===== src/rtl/sram_pp_pkg.sv =====
package sram_pp_pkg;

  typedef enum logic [2:0] {
    ACC_DIRECT  = 3'd0,
    ACC_STACK   = 3'd1,
    ACC_SRC_IDX = 3'd2,
    ACC_DST_IDX = 3'd3,
    ACC_IND_RD  = 3'd4
  } acc_kind_e;

  typedef enum logic [1:0] {
    ST_IDLE      = 2'd0,
    ST_PTR_FETCH = 2'd1,
    ST_DATA_READ = 2'd2
  } seq_state_e;

  localparam logic [1:0] MODE_IDX_PAGE = 2'b10;
  localparam logic [1:0] MODE_STK_PAGE = 2'b11;

  localparam int NUM_PTR = 3;
  localparam int PTR_STK = 0;
  localparam int PTR_IDX = 1;
  localparam int PTR_IND = 2;

endpackage


===== src/rtl/sram_pp_regs.sv =====
module sram_pp_regs
  import sram_pp_pkg::*;
#(
  parameter int PAGE_W = 3,
  parameter int REG_W  = 8,
  parameter logic [REG_W-1:0] STK_ADDR = 8'hD1,
  parameter logic [REG_W-1:0] IDX_ADDR = 8'hD3,
  parameter logic [REG_W-1:0] IND_ADDR = 8'hD4
) (
  input  logic              clk,
  input  logic              rst_n,
  input  logic              wr_en,
  input  logic [REG_W-1:0]  addr,
  input  logic [REG_W-1:0]  wdata,
  output logic [REG_W-1:0]  rdata,
  output logic [PAGE_W-1:0] stk_page,
  output logic [PAGE_W-1:0] idx_page,
  output logic [PAGE_W-1:0] ind_page
);

  localparam logic [REG_W-1:0] PTR_ADDR [NUM_PTR] = '{STK_ADDR, IDX_ADDR, IND_ADDR};

  logic [PAGE_W-1:0] ptr_q [NUM_PTR];
  logic [NUM_PTR-1:0] hit;

  for (genvar i = 0; i < NUM_PTR; i++) begin : g_ptr
    assign hit[i] = (addr == PTR_ADDR[i]);

    always_ff @(posedge clk) begin
      if (!rst_n) begin
        ptr_q[i] <= '0;
      end else if (wr_en && hit[i]) begin
        ptr_q[i] <= wdata[PAGE_W-1:0];
      end
    end
  end

  always_comb begin
    rdata = '0;
    for (int i = 0; i < NUM_PTR; i++) begin
      if (hit[i]) rdata[PAGE_W-1:0] = ptr_q[i];
    end
  end

  assign stk_page = ptr_q[PTR_STK];
  assign idx_page = ptr_q[PTR_IDX];
  assign ind_page = ptr_q[PTR_IND];

  AST_STK_WRITE: assert property (@(posedge clk) disable iff (!rst_n)
    (wr_en && addr == STK_ADDR) |=> (stk_page == $past(wdata[PAGE_W-1:0])));

  AST_IND_HOLD: assert property (@(posedge clk) disable iff (!rst_n)
    !(wr_en && addr == IND_ADDR) |=> $stable(ind_page));

endmodule


===== src/rtl/sram_pp_select.sv =====
module sram_pp_select
  import sram_pp_pkg::*;
#(
  parameter int PAGE_W = 3
) (
  input  logic [2:0]        kind,
  input  logic [1:0]        mode,
  input  logic [PAGE_W-1:0] cur_page,
  input  logic [PAGE_W-1:0] stk_page,
  input  logic [PAGE_W-1:0] idx_page,
  output logic [PAGE_W-1:0] page
);

  logic [PAGE_W-1:0] indexed_page;

  always_comb begin
    unique case (mode)
      MODE_IDX_PAGE: indexed_page = idx_page;
      MODE_STK_PAGE: indexed_page = stk_page;
      default:       indexed_page = '0;
    endcase
  end

  always_comb begin
    case (kind)
      ACC_STACK:                page = stk_page;
      ACC_SRC_IDX, ACC_DST_IDX: page = indexed_page;
      default:                  page = cur_page;
    endcase
  end

endmodule


===== src/rtl/sram_pp_seq.sv =====
module sram_pp_seq
  import sram_pp_pkg::*;
#(
  parameter int PAGE_W = 3,
  parameter int OFF_W  = 8
) (
  input  logic                    clk,
  input  logic                    rst_n,
  input  logic                    acc_valid,
  input  logic [2:0]              acc_kind,
  input  logic [OFF_W-1:0]        acc_offset,
  input  logic [PAGE_W-1:0]       sel_page,
  input  logic [PAGE_W-1:0]       ind_page,
  output logic                    acc_ready,
  input  logic                    mem_ready,
  input  logic [OFF_W-1:0]        mem_rdata,
  output logic                    mem_valid,
  output logic [PAGE_W+OFF_W-1:0] mem_addr,
  output logic                    ind_done
);

  seq_state_e state_q;
  logic acc_fire, mem_fire;

  assign mem_fire  = mem_valid && mem_ready;
  assign acc_ready = (state_q == ST_IDLE) && (!mem_valid || mem_ready);
  assign acc_fire  = acc_valid && acc_ready;
  assign ind_done  = (state_q == ST_DATA_READ) && mem_fire;

  always_ff @(posedge clk) begin
    if (!rst_n) begin
      state_q   <= ST_IDLE;
      mem_valid <= 1'b0;
      mem_addr  <= '0;
    end else begin
      unique case (state_q)
        ST_IDLE: begin
          if (acc_fire) begin
            mem_valid <= 1'b1;
            mem_addr  <= {sel_page, acc_offset};
            if (acc_kind == ACC_IND_RD) state_q <= ST_PTR_FETCH;
          end else if (mem_fire) begin
            mem_valid <= 1'b0;
          end
        end
        ST_PTR_FETCH: begin
          if (mem_fire) begin
            mem_addr <= {ind_page, mem_rdata};
            state_q  <= ST_DATA_READ;
          end
        end
        ST_DATA_READ: begin
          if (mem_fire) begin
            mem_valid <= 1'b0;
            state_q   <= ST_IDLE;
          end
        end
        default: state_q <= ST_IDLE;
      endcase
    end
  end

  AST_HOLD_ADDR: assert property (@(posedge clk) disable iff (!rst_n)
    (mem_valid && !mem_ready) |=> (mem_valid && $stable(mem_addr)));

  AST_PTR_PAGE: assert property (@(posedge clk) disable iff (!rst_n)
    (state_q == ST_PTR_FETCH && mem_fire) |=>
      (mem_valid && mem_addr == {$past(ind_page), $past(mem_rdata)}));

  AST_DONE_RETIRES: assert property (@(posedge clk) disable iff (!rst_n)
    ind_done |=> (!mem_valid && !ind_done));

  AST_BUSY_NO_ACCEPT: assert property (@(posedge clk) disable iff (!rst_n)
    (acc_fire && acc_kind == ACC_IND_RD) |=> !acc_ready);

endmodule


===== src/rtl/sram_page_mapper.sv =====
module sram_page_mapper
  import sram_pp_pkg::*;
#(
  parameter int PAGE_W = 3,
  parameter int OFF_W  = 8,
  parameter int REG_W  = 8,
  parameter logic [REG_W-1:0] STK_ADDR = 8'hD1,
  parameter logic [REG_W-1:0] IDX_ADDR = 8'hD3,
  parameter logic [REG_W-1:0] IND_ADDR = 8'hD4
) (
  input  logic                    clk,
  input  logic                    rst_n,
  input  logic                    reg_wr_en,
  input  logic [REG_W-1:0]        reg_addr,
  input  logic [REG_W-1:0]        reg_wdata,
  output logic [REG_W-1:0]        reg_rdata,
  input  logic                    acc_valid,
  output logic                    acc_ready,
  input  logic [2:0]              acc_kind,
  input  logic [OFF_W-1:0]        acc_offset,
  input  logic [1:0]              page_mode,
  input  logic [PAGE_W-1:0]       cur_page,
  output logic                    mem_valid,
  input  logic                    mem_ready,
  output logic [PAGE_W+OFF_W-1:0] mem_addr,
  input  logic [OFF_W-1:0]        mem_rdata,
  output logic                    ind_done
);

  localparam int ADDR_W = PAGE_W + OFF_W;

  logic [PAGE_W-1:0] stk_page, idx_page, ind_page, sel_page;
  logic acc_fire;

  sram_pp_regs #(
    .PAGE_W(PAGE_W), .REG_W(REG_W),
    .STK_ADDR(STK_ADDR), .IDX_ADDR(IDX_ADDR), .IND_ADDR(IND_ADDR)
  ) u_regs (
    .clk(clk), .rst_n(rst_n), .wr_en(reg_wr_en), .addr(reg_addr),
    .wdata(reg_wdata), .rdata(reg_rdata),
    .stk_page(stk_page), .idx_page(idx_page), .ind_page(ind_page)
  );

  sram_pp_select #(.PAGE_W(PAGE_W)) u_select (
    .kind(acc_kind), .mode(page_mode), .cur_page(cur_page),
    .stk_page(stk_page), .idx_page(idx_page), .page(sel_page)
  );

  sram_pp_seq #(.PAGE_W(PAGE_W), .OFF_W(OFF_W)) u_seq (
    .clk(clk), .rst_n(rst_n), .acc_valid(acc_valid), .acc_kind(acc_kind),
    .acc_offset(acc_offset), .sel_page(sel_page), .ind_page(ind_page),
    .acc_ready(acc_ready), .mem_ready(mem_ready), .mem_rdata(mem_rdata),
    .mem_valid(mem_valid), .mem_addr(mem_addr), .ind_done(ind_done)
  );

  assign acc_fire = acc_valid && acc_ready;

  AST_STACK_PAGE: assert property (@(posedge clk) disable iff (!rst_n)
    (acc_fire && acc_kind == ACC_STACK) |=>
      (mem_addr[ADDR_W-1:OFF_W] == $past(stk_page)));

  AST_IDX_MODE: assert property (@(posedge clk) disable iff (!rst_n)
    (acc_fire && acc_kind == ACC_SRC_IDX && page_mode == MODE_IDX_PAGE) |=>
      (mem_addr[ADDR_W-1:OFF_W] == $past(idx_page)));

  AST_IND_FIRST: assert property (@(posedge clk) disable iff (!rst_n)
    (acc_fire && acc_kind == ACC_IND_RD) |=>
      (mem_valid && mem_addr == {$past(cur_page), $past(acc_offset)}));

  AST_DIRECT_PAGE: assert property (@(posedge clk) disable iff (!rst_n)
    (acc_fire && acc_kind == ACC_DIRECT) |=>
      (mem_addr[ADDR_W-1:OFF_W] == $past(cur_page)));

endmodule


===== config.mk =====
export PLATFORM = sky130hd
export DESIGN_NAME = sram_page_mapper
export DESIGN_NICKNAME = d
export VERILOG_FILES = /design/src/rtl/sram_pp_pkg.sv /design/src/rtl/sram_pp_regs.sv /design/src/rtl/sram_pp_select.sv /design/src/rtl/sram_pp_seq.sv /design/src/rtl/sram_page_mapper.sv
export SDC_FILE = /design/constraint.sdc
export NUM_CORES = 1
export LEC_CHECK = 0
export ABC_CLOCK_PERIOD_IN_PS = 1790
export BUFFER_PORTS_ARGS = -buffer_cell sky130_fd_sc_hd__buf_2
export CORE_AREA = 8 8 72 68
export CTS_CLUSTER_DIAMETER = 80
export DETAILED_ROUTE_END_ITERATION = 10
export DIE_AREA = 0 0 80 76
export PLACE_DENSITY = 0.73
export SYNTH_ARGS = -nofsm -noshare
export SYNTH_HDL_FRONTEND = slang
export SYNTH_HIERARCHICAL = 1
export SYNTH_SLANG_ARGS = --single-unit

===== constraint.sdc =====
create_clock -name clk -period 1.79 [get_ports clk]
set_clock_uncertainty 0.15 [all_clocks]
set_input_delay 0.2685 -clock clk [delete_from_list [all_inputs] [get_ports clk]]
set_output_delay 0.2685 -clock clk [all_outputs]
set_load 0.005 [all_outputs]

# Word-level counts from Yosys, hierarchy flattened
# Memory sizes are Yosys's and may differ from the RTL's.
# Index checks and enable logic that the tools add are counted.
[word_totals]
out_inout_bits = 22
elab_cells = 66
register_bits = 14
in_bits = 45
ram_bits = 9
memories = 1
[mem_list]
columns = ["memory", "words", "word_bits", "read_ports", "rd_ports_with_merged_regs", "write_ports", "line_no", "text"]
rows = [
  ["u_regs.ptr_q", 3, 3, 3, 0, 3, "sram_pp_regs.sv:23", "logic [PAGE_W-1:0] ptr_q [NUM_PTR];"],
]
[op_classes]
mux = 29
n_reduce_logical = 15
bitwise_logic = 3
eq_ne = 15
[ops]
columns = ["cell", "n"]
rows = [
  ["$eq A8 B8 Y1 const B", 3],
  ["$mux W11", 2],
  ["$pmux W11 S2", 1],
  ["$mux W3", 6],
  ["$mux W1", 12],
  ["$pmux W3 S2", 2],
  ["$mux W2", 4],
  ["$logic_and A1 B1 Y1", 7],
  ["$eq A2 B2 Y1 const B", 3],
  ["$eq A3 B2 Y1 const B", 2],
  ["$pmux W2 S3", 1],
  ["$ne A2 B1 Y1 const B", 2],
  ["$ne A2 B2 Y1 const B", 2],
  ["$reduce_and A4 Y1", 1],
  ["$reduce_bool A2 Y1", 2],
  ["$eq A3 B1 Y1 const B", 1],
  ["$eq A3 B3 Y1 const B", 1],
  ["$or A1 B1 Y1", 3],
  ["$reduce_and A3 Y1", 1],
  ["$eq A2 B1 Y1 const B", 1],
  ["$logic_not A2 Y1", 1],
  ["$pmux W1 S2", 1],
  ["$reduce_or A2 Y1", 1],
  ["$logic_not A1 Y1", 1],
  ["$logic_or A1 B1 Y1", 1],
]

# Longest topological paths before layout
# Gate-level depths: netlist of run 1.
[depth]
ltp_word = 6
mapped_depth = 5
mapped_depth_nobuf = 5

# Hierarchy
# Netlist of run 1, hierarchy kept.
[modules_own_cells]
columns = ["mod", "instances", "area_per_inst_um2", "seq_area_each_um2", "cells_per_inst"]
rows = [
  ["sram_pp_seq", 1, 768.2, 280.3, 75],
  ["sram_pp_regs", 1, 574.3, 270.3, 56],
  ["sram_pp_select", 1, 137.6, 0.0, 17],
]

# Worst setup path after synthesis of run 1
# Ideal clock, no wire load.
[synth_timing]
path_type = "input-to-reg"
from = "in reg_addr[3]"
to = "mem u_regs.ptr_q[0][0], enable pin"
path_buffers = 1
stages = 4
path_slack_ns = -0.005
setup_time_ns = 0.350
arrival_ns = 1.295
t_required_ns = 1.290
path_cell_list = "or2_1 or3_1 buf_2 o41ai_2"
[synth_lines]
columns = ["item", "line_no", "text"]
rows = [
  ["start: declaration", "sram_page_mapper.sv:14", "input logic [REG_W-1:0] reg_addr,"],
  ["end: declaration", "sram_pp_regs.sv:23", ""],
]

==> impl_metrics.py, run 1 <==
metrics = {
    "clock_tree": {
        "clock_latency_ps": 270,
        "htreeDepth": 1,
        "clock-root-buffer": "clkbuf_8",
        "cts_tree": "yes",
        "numCtsBuffers": 3,
        "clock-sinks": 23,
        "cts_max_path_buffers": 2,
        "clkTransAtPathRegs_ps": 80,
    },
    "drt": {
        "remaining_drc_errors": 0,
        "drt_iter0_drc": 96,
        "drt-wirelength-per-cell_um": 14.0,
        "drtPass1Iterations": 4,
        "postRouteAntennaNets": 0,
        "viasPerCell": 5.15,
        "vias": 1323,
        "drt-total-wl_um": 3600,
    },
    "global_route": {
        "grt_pass1_vias": 1383,
        "grt_max_degree": 14,
        "grt-ovfl-total": 0,
        "grt_pass1_wl_um": 5950,
        "antenna_found_initial": 0,
        "track_usage_pct": 11.8,
    },
    "cells_and_area": {
        "fillers": 366,
        "regArea_um2": 551,
        "nets": 255,
        "area_growth_pct": 28.3,
        "multi_input_area_um2": 865,
        "drive_above_1_share_pct": 45.5,
        "antenna_cells": 0,
        "final_util_pct": 50.0,
        "final_cells": 257,
    },
    "setup_path": {
        "critical_path_class": "reg -> out",
        "arrival_ps": 1320,
        "worstPathRequired_ps": 1370,
        "r2r_end": "u_seq/mem_addr[1]$_SDFFE_PN0P_",
        "worst_setup_path_start_kind": "flop",
        "r2r_slack_ps": 250,
        "reg2reg_from": "u_seq/state_q[0]$_SDFFE_PN0P_",
        "cp_max_fo": 2,
        "end_kind": "primary output",
        "rr_worst_depth": 3,
    },
    "floorplan": {
        "initial_core_util_pct": 39.0,
        "ios": 67,
        "fp.coreArea_um2": 3800,
        "dieHeight_um": 76,
        "row_count": 22,
        "chipWidth_um": 80,
        "die_area_um2": 6080,
    },
    "yosys": {
        "synth_flop_cell": "dfxtp_1",
        "synth_cells": 148,
        "synth_edf_count": 9,
        "synth-seq-cells": 23,
        "async_flop_share_pct": 0,
        "yosysSeqAreaShare_pct": 37.2,
        "ys_types": 39,
        "avgSynthCellArea_um2": 10.0,
        "netlist_area_um2": 1480,
        "ys_warn_count": 6,
    },
    "sta": {
        "fmax_mhz": 576,
        "fin_crit_sh_pct": 97.1,
        "maxSlewViolCount": 0,
        "timing_hold_violations_final": 0,
        "slew_headroom_pct": 60.6,
        "worst_slew_pin_slew_ps": 591,
        "fin_tns_setup_ps": 0,
        "whs_ps": 126,
        "period_minus_slack_ps": 1740,
        "setup_viol": 0,
    },
    "run": {
        "drv_cap": 0,
    },
    "power": {
        "p_total_mw": 1.20,
        "power.internal_mw": 0.873,
        "swShare_pct": 27.0,
        "netSwitchingPower_mw": 0.322,
        "power_frac_comb_pct": 23.2,
        "p_leak_nw": 0.818,
        "power.clock.fraction_pct": 26.6,
        "ir_drop_v": 0.000262,
        "seq_power_share_pct": 50.2,
        "power_density_nw_per_um2": 629,
    },
    "placed_design": {
        "dp.cells": 250,
        "port_buffers": 56,
        "dp_hpwl_um": 2930,
        "gp_congestion": 0.774,
    },
    "min_path": {
        "hold_path_end": "u_seq/mem_valid$_SDFFE_PN0P_",
        "hp-class": "in -> reg",
        "hold_path_startpoint": "acc_valid",
        "hold-path-cell-count": 3,
    },
    "run_status": {
        "status": "complete, no violations",
    },
}
Yosys cell counts, types with 2 or more instances:
cell	instances	share of area (%)
nand2b_1	3	1.3
clkbuf_1	2	0.51
a211oi_2	10	8.5
a211oi_1	2	1.0
a31oi_1	11	4.6
buf_4	5	2.5
a21oi_1	5	1.7
nand3_1	3	1.0
and2b_1	3	1.5
buf_2	3	1.0
o221ai_1	3	1.8
edfxtp_1	9	18
o21ai_0	2	0.68
mux2i_1	14	9.5
and2_1	2	0.85
buf_6	2	1.5
nor2_1	9	2.3
inv_1	6	1.5
a22oi_1	3	1.5
nand2_1	9	2.3
mux2_2	3	2.3
and3_1	6	2.5
dfxtp_1	14	19
nor2b_1	3	1.3
or3_1	2	0.85
timing repair:
action,CTS,global route
setup endpoints to repair,2,3
hold buffers,0,0
gates resized for setup,0,4
setup buffers,2,1
sequential cells by signal, summed over array words and instances (netlist names):
signal	flops
u_seq/mem_addr	11
u_regs/ptr_q	9
u_seq/state_q	2
u_seq/mem_valid	1
power groups by stage:
stage	Sequential, mW	Combinational [mW]	Clock (mW)
finish	0.600	0.277	0.318
global route	0.606	0.305	0.346
CTS	0.600	0.274	0.336
detailed placement	0.613	0.269	0
floorplan	0.612	0.165	0
global placement	0.612	0.266	0
critical path, stage by stage, from the launching register on:
cell and delay, ps:
edfxtp_1 400, mux2_2 270, a22oi_1 190, nor2_1 60
buf_2 130
layer usage:
metal / global-route usage (%) / part of all wire [%] / routed length [um]
met4: 7.09 / 2.2 / 78
met2: 19.3 / 46 / 1660
met3: 3.77 / 9.1 / 326
met5: 0 / 0 / 0
met1: 12.8 / 43 / 1530
layout by cell type (no fill, tap or decap), types with 2 or more instances in the layout:
cell,count
buf_2,56
buf_4,10
dfxtp_1,14
clkbuf_8,3
nor2_1,8
a211oi_2,10
a31oi_1,11
o21ai_0,2
edfxtp_1,9
and2_1,2
and3_1,6
nand2b_1,3
o221ai_1,3
mux2i_1,14
and2b_1,3
nand2_1,9
mux2_2,3
a22oi_2,2
a21oi_1,5
inv_1,6
a211oi_1,2
nor2b_1,3
nand3_1,3
conb_1,5
per-stage QoR:
| stage | setup WS (ps) | cell area (um^2) |
|---|---|---|
| 2_1_floorplan | 4.56 | 1510 |
| 3_3_place_gp | -74.7 | 1810 |
| 3_5_place_dp | -95.5 | 1810 |
| 4_1_cts | 0.804 | 1870 |
| 5_1_grt | -2.85 | 1900 |
| 6_report | 52.7 | 1900 |
area by class of cell:
cell class | instances | area share, %
well taps | 48 | 3.16
clock buffers | 3 | 2.17
flip-flops and latches | 23 | 29.0
inverters | 6 | 1.19
multi-input cells | 110 | 45.5
repair buffers | 66 | 18.7
clock inverters | 1 | 0.264
cell families after synthesis:
group | count (synthesis) | share of synthesized area (%)
AND/OR/NAND/NOR | 48 | 20.2
AO/OA/AOI/OAI | 39 | 22.2
flip-flops | 23 | 37.2
buffers and inverters | 19 | 7.35
multiplexers | 18 | 12.8
other | 1 | 0.253
worst max path at each step:
stage | startpoint | slack (ps) | to | cells past startpoint
after floorplan | reg_addr[3] | 5 | u_regs/ptr_q[2][0]$_SDFFCE_PN0P_ | 4
after global placement | reg_addr[3] | -70 | u_regs/ptr_q[1][1]$_SDFFCE_PN0P_ | 4
after detailed placement | reg_addr[3] | -100 | u_regs/ptr_q[1][1]$_SDFFCE_PN0P_ | 4
after CTS | u_regs/ptr_q[0][2]$_SDFFCE_PN0P_ | 0.8 | reg_rdata[2] | 4
after global routing | reg_addr[3] | -3 | reg_rdata[2] | 6
final | u_regs/ptr_q[0][0]$_SDFFCE_PN0P_ | 50 | reg_rdata[0] | 4
(Power assumes the default switching activity.)
==> run 2: changes to the inputs <==
- RECOVER_POWER: unset -> 25
==> run 2 against run 1 <==
Critical path depth is the same; combinational power is 1% lower; power decreased by 0.28%; wire length grew 0.39%; register-to-register slack about the same; global-route usage unchanged; hold slack about the same; clock power is essentially flat; cell count did not move; via count is 0.23% lower; non-clock buffer count unchanged; maximum frequency unchanged; critical endpoint unchanged.
==> impl_metrics.py, run 2 (synthesized netlist as in run 1, its figures left out) <==
metrics = {
    "run_status": {
        "status": "complete, no violations",
    },
    "drt": {
        "postRouteAntennaNets": 0,
        "drt-total-wl_um": 3610,
        "remaining_drc_errors": 0,
        "drtPass1Iterations": 4,
        "drt-wirelength-per-cell_um": 14.1,
        "drt_iter0_drc": 99,
        "viasPerCell": 5.14,
        "vias": 1320,
    },
    "cells_and_area": {
        "top_regs": "u_seq/mem_addr x11, u_regs/ptr_q x9, u_seq/state_q x2",
        "layout_commonest_cell": "buf_2",
        "final_cell_mix": "buf_2 (48), mux2i_1 (14), dfxtp_1 (14), a31oi_1 (11)",
        "largest_register": "u_seq/mem_addr",
        "multi_input_area_um2": 865,
        "final_cell_area_um2": 1890,
        "final_cells": 257,
        "final_util_pct": 49.7,
        "nets": 255,
        "fillers": 370,
        "antenna_cells": 0,
        "area_growth_pct": 27.6,
        "regArea_um2": 551,
        "largest_reg_flops": 11,
        "drive_above_1_share_pct": 41.6,
    },
    "placed_design": {
        "gp_congestion": 0.774,
        "port_buffers": 56,
        "dp_hpwl_um": 2930,
        "pre_cts_slack_ps": -95.5,
        "dp.cells": 250,
        "dpl_cell_area_um2": 1810,
    },
    "setup_path": {
        "max_stage_delay_ps": 400,
        "critical_path_class": "reg -> out",
        "crit_slowest_cell": "edfxtp_1",
        "worst_setup_path_start_kind": "flop",
        "worstPathRequired_ps": 1370,
        "arrival_ps": 1320,
        "end_kind": "primary output",
        "crit_path_cell_trace": "mux2_2 -> a22oi_1 -> nor2_1 -> buf_2",
        "cp_max_fo": 2,
    },
    "sta": {
        "period_minus_slack_ps": 1740,
        "slew_headroom_pct": 60.6,
        "final.setup.worst_slack_ps": 52.7,
        "fin_crit_sh_pct": 97.1,
        "maxSlewViolCount": 0,
        "setup_viol": 0,
        "timing_hold_violations_final": 0,
        "worst_slew_pin_slew_ps": 591,
        "fmax_mhz": 576,
        "fin_tns_setup_ps": 0,
    },
    "floorplan": {
        "row_count": 22,
        "ios": 67,
        "dieHeight_um": 76,
        "chipWidth_um": 80,
        "initial_core_util_pct": 39.0,
        "fp.coreArea_um2": 3800,
        "die_area_um2": 6080,
    },
    "clock_tree": {
        "cts_max_path_buffers": 2,
        "clock-sinks": 23,
        "cts_tree": "yes",
        "htreeDepth": 1,
        "numCtsBuffers": 3,
        "clkTransAtPathRegs_ps": 80,
        "clock_latency_ps": 270,
        "clock-root-buffer": "clkbuf_8",
        "postCtsHoldBufs": 0,
    },
    "global_route": {
        "grt_max_degree": 14,
        "grt-ovfl-total": 0,
        "grt_pass1_wl_um": 5950,
        "antenna_found_initial": 0,
        "grt_pass1_vias": 1383,
        "track_usage_pct": 11.8,
    },
    "power": {
        "p_leak_nw": 0.789,
        "power_density_nw_per_um2": 631,
        "ir_drop_v": 0.000262,
    },
    "min_path": {
        "hp-class": "in -> reg",
    },
    "run": {
        "drv_cap": 0,
    },
}
-- run 2: cell types whose count changed in the layout (fill, tap and decap cells not counted), sizes merged --
cell / delta
buf: -8
clkbuf: +8
-- run 2: area by class of cell --
cell class | count | share of cell area [%]
multi-input cells | 110 | 45.8
flip-flops and latches | 23 | 29.1
repair buffers | 66 | 18.3
well taps | 48 | 3.18
clock buffers | 3 | 2.19
inverters | 6 | 1.19
clock inverters | 1 | 0.265
-- run 2: repair_timing --
action,4_1_cts,5_1_grt
setup buffers,2,1
endpoints found under the setup margin,2,3
resized for setup,0,4
-- run 2: critical path, delay by kind of cell, from the launching register on --
family	cells	cell delay [ps]
flip-flops	1	400
buffers and inverters	1	130
AND/OR/NAND/NOR	1	60
multiplexers	1	270
AO/OA/AOI/OAI	1	190
-- run 2: worst paths after layout --
path	end	cells past startpoint	start	slack, ps
max	reg_rdata[0]	4	u_regs/ptr_q[0][0]$_SDFFCE_PN0P_	50
min reg2reg	u_seq/state_q[0]$_SDFFE_PN0P_	1	u_seq/state_q[1]$_SDFFE_PN0P_	350
min	u_seq/mem_valid$_SDFFE_PN0P_	3	acc_valid	130
max reg2reg	u_seq/mem_addr[1]$_SDFFE_PN0P_	3	u_seq/state_q[0]$_SDFFE_PN0P_	250
-- run 2: through the flow --
step / hold slack, ps / power [mW]
global placement: 343 / 0.877
finish: 126 / 1.19
CTS: 115 / 1.21
detailed placement: 343 / 0.883
floorplan: 236 / 0.777
global route: 166 / 1.25
-- run 2: metal layers --
metal	track usage, %	up-vias	share of wire (%)
li1	-	666	-
met2	19.3	50	46
met3	3.77	6	8.9
met5	0	-	0
met4	7.09	0	2.2
met1	12.8	598	43
-- run 2: power breakdown --
| part | total [mW] | internal, mW | switching, mW |
|---|---|---|---|
| Sequential | 0.600 | 0.579 | 0.0210 |
| Clock | 0.318 | 0.155 | 0.163 |
| Combinational | 0.273 | 0.134 | 0.139 |
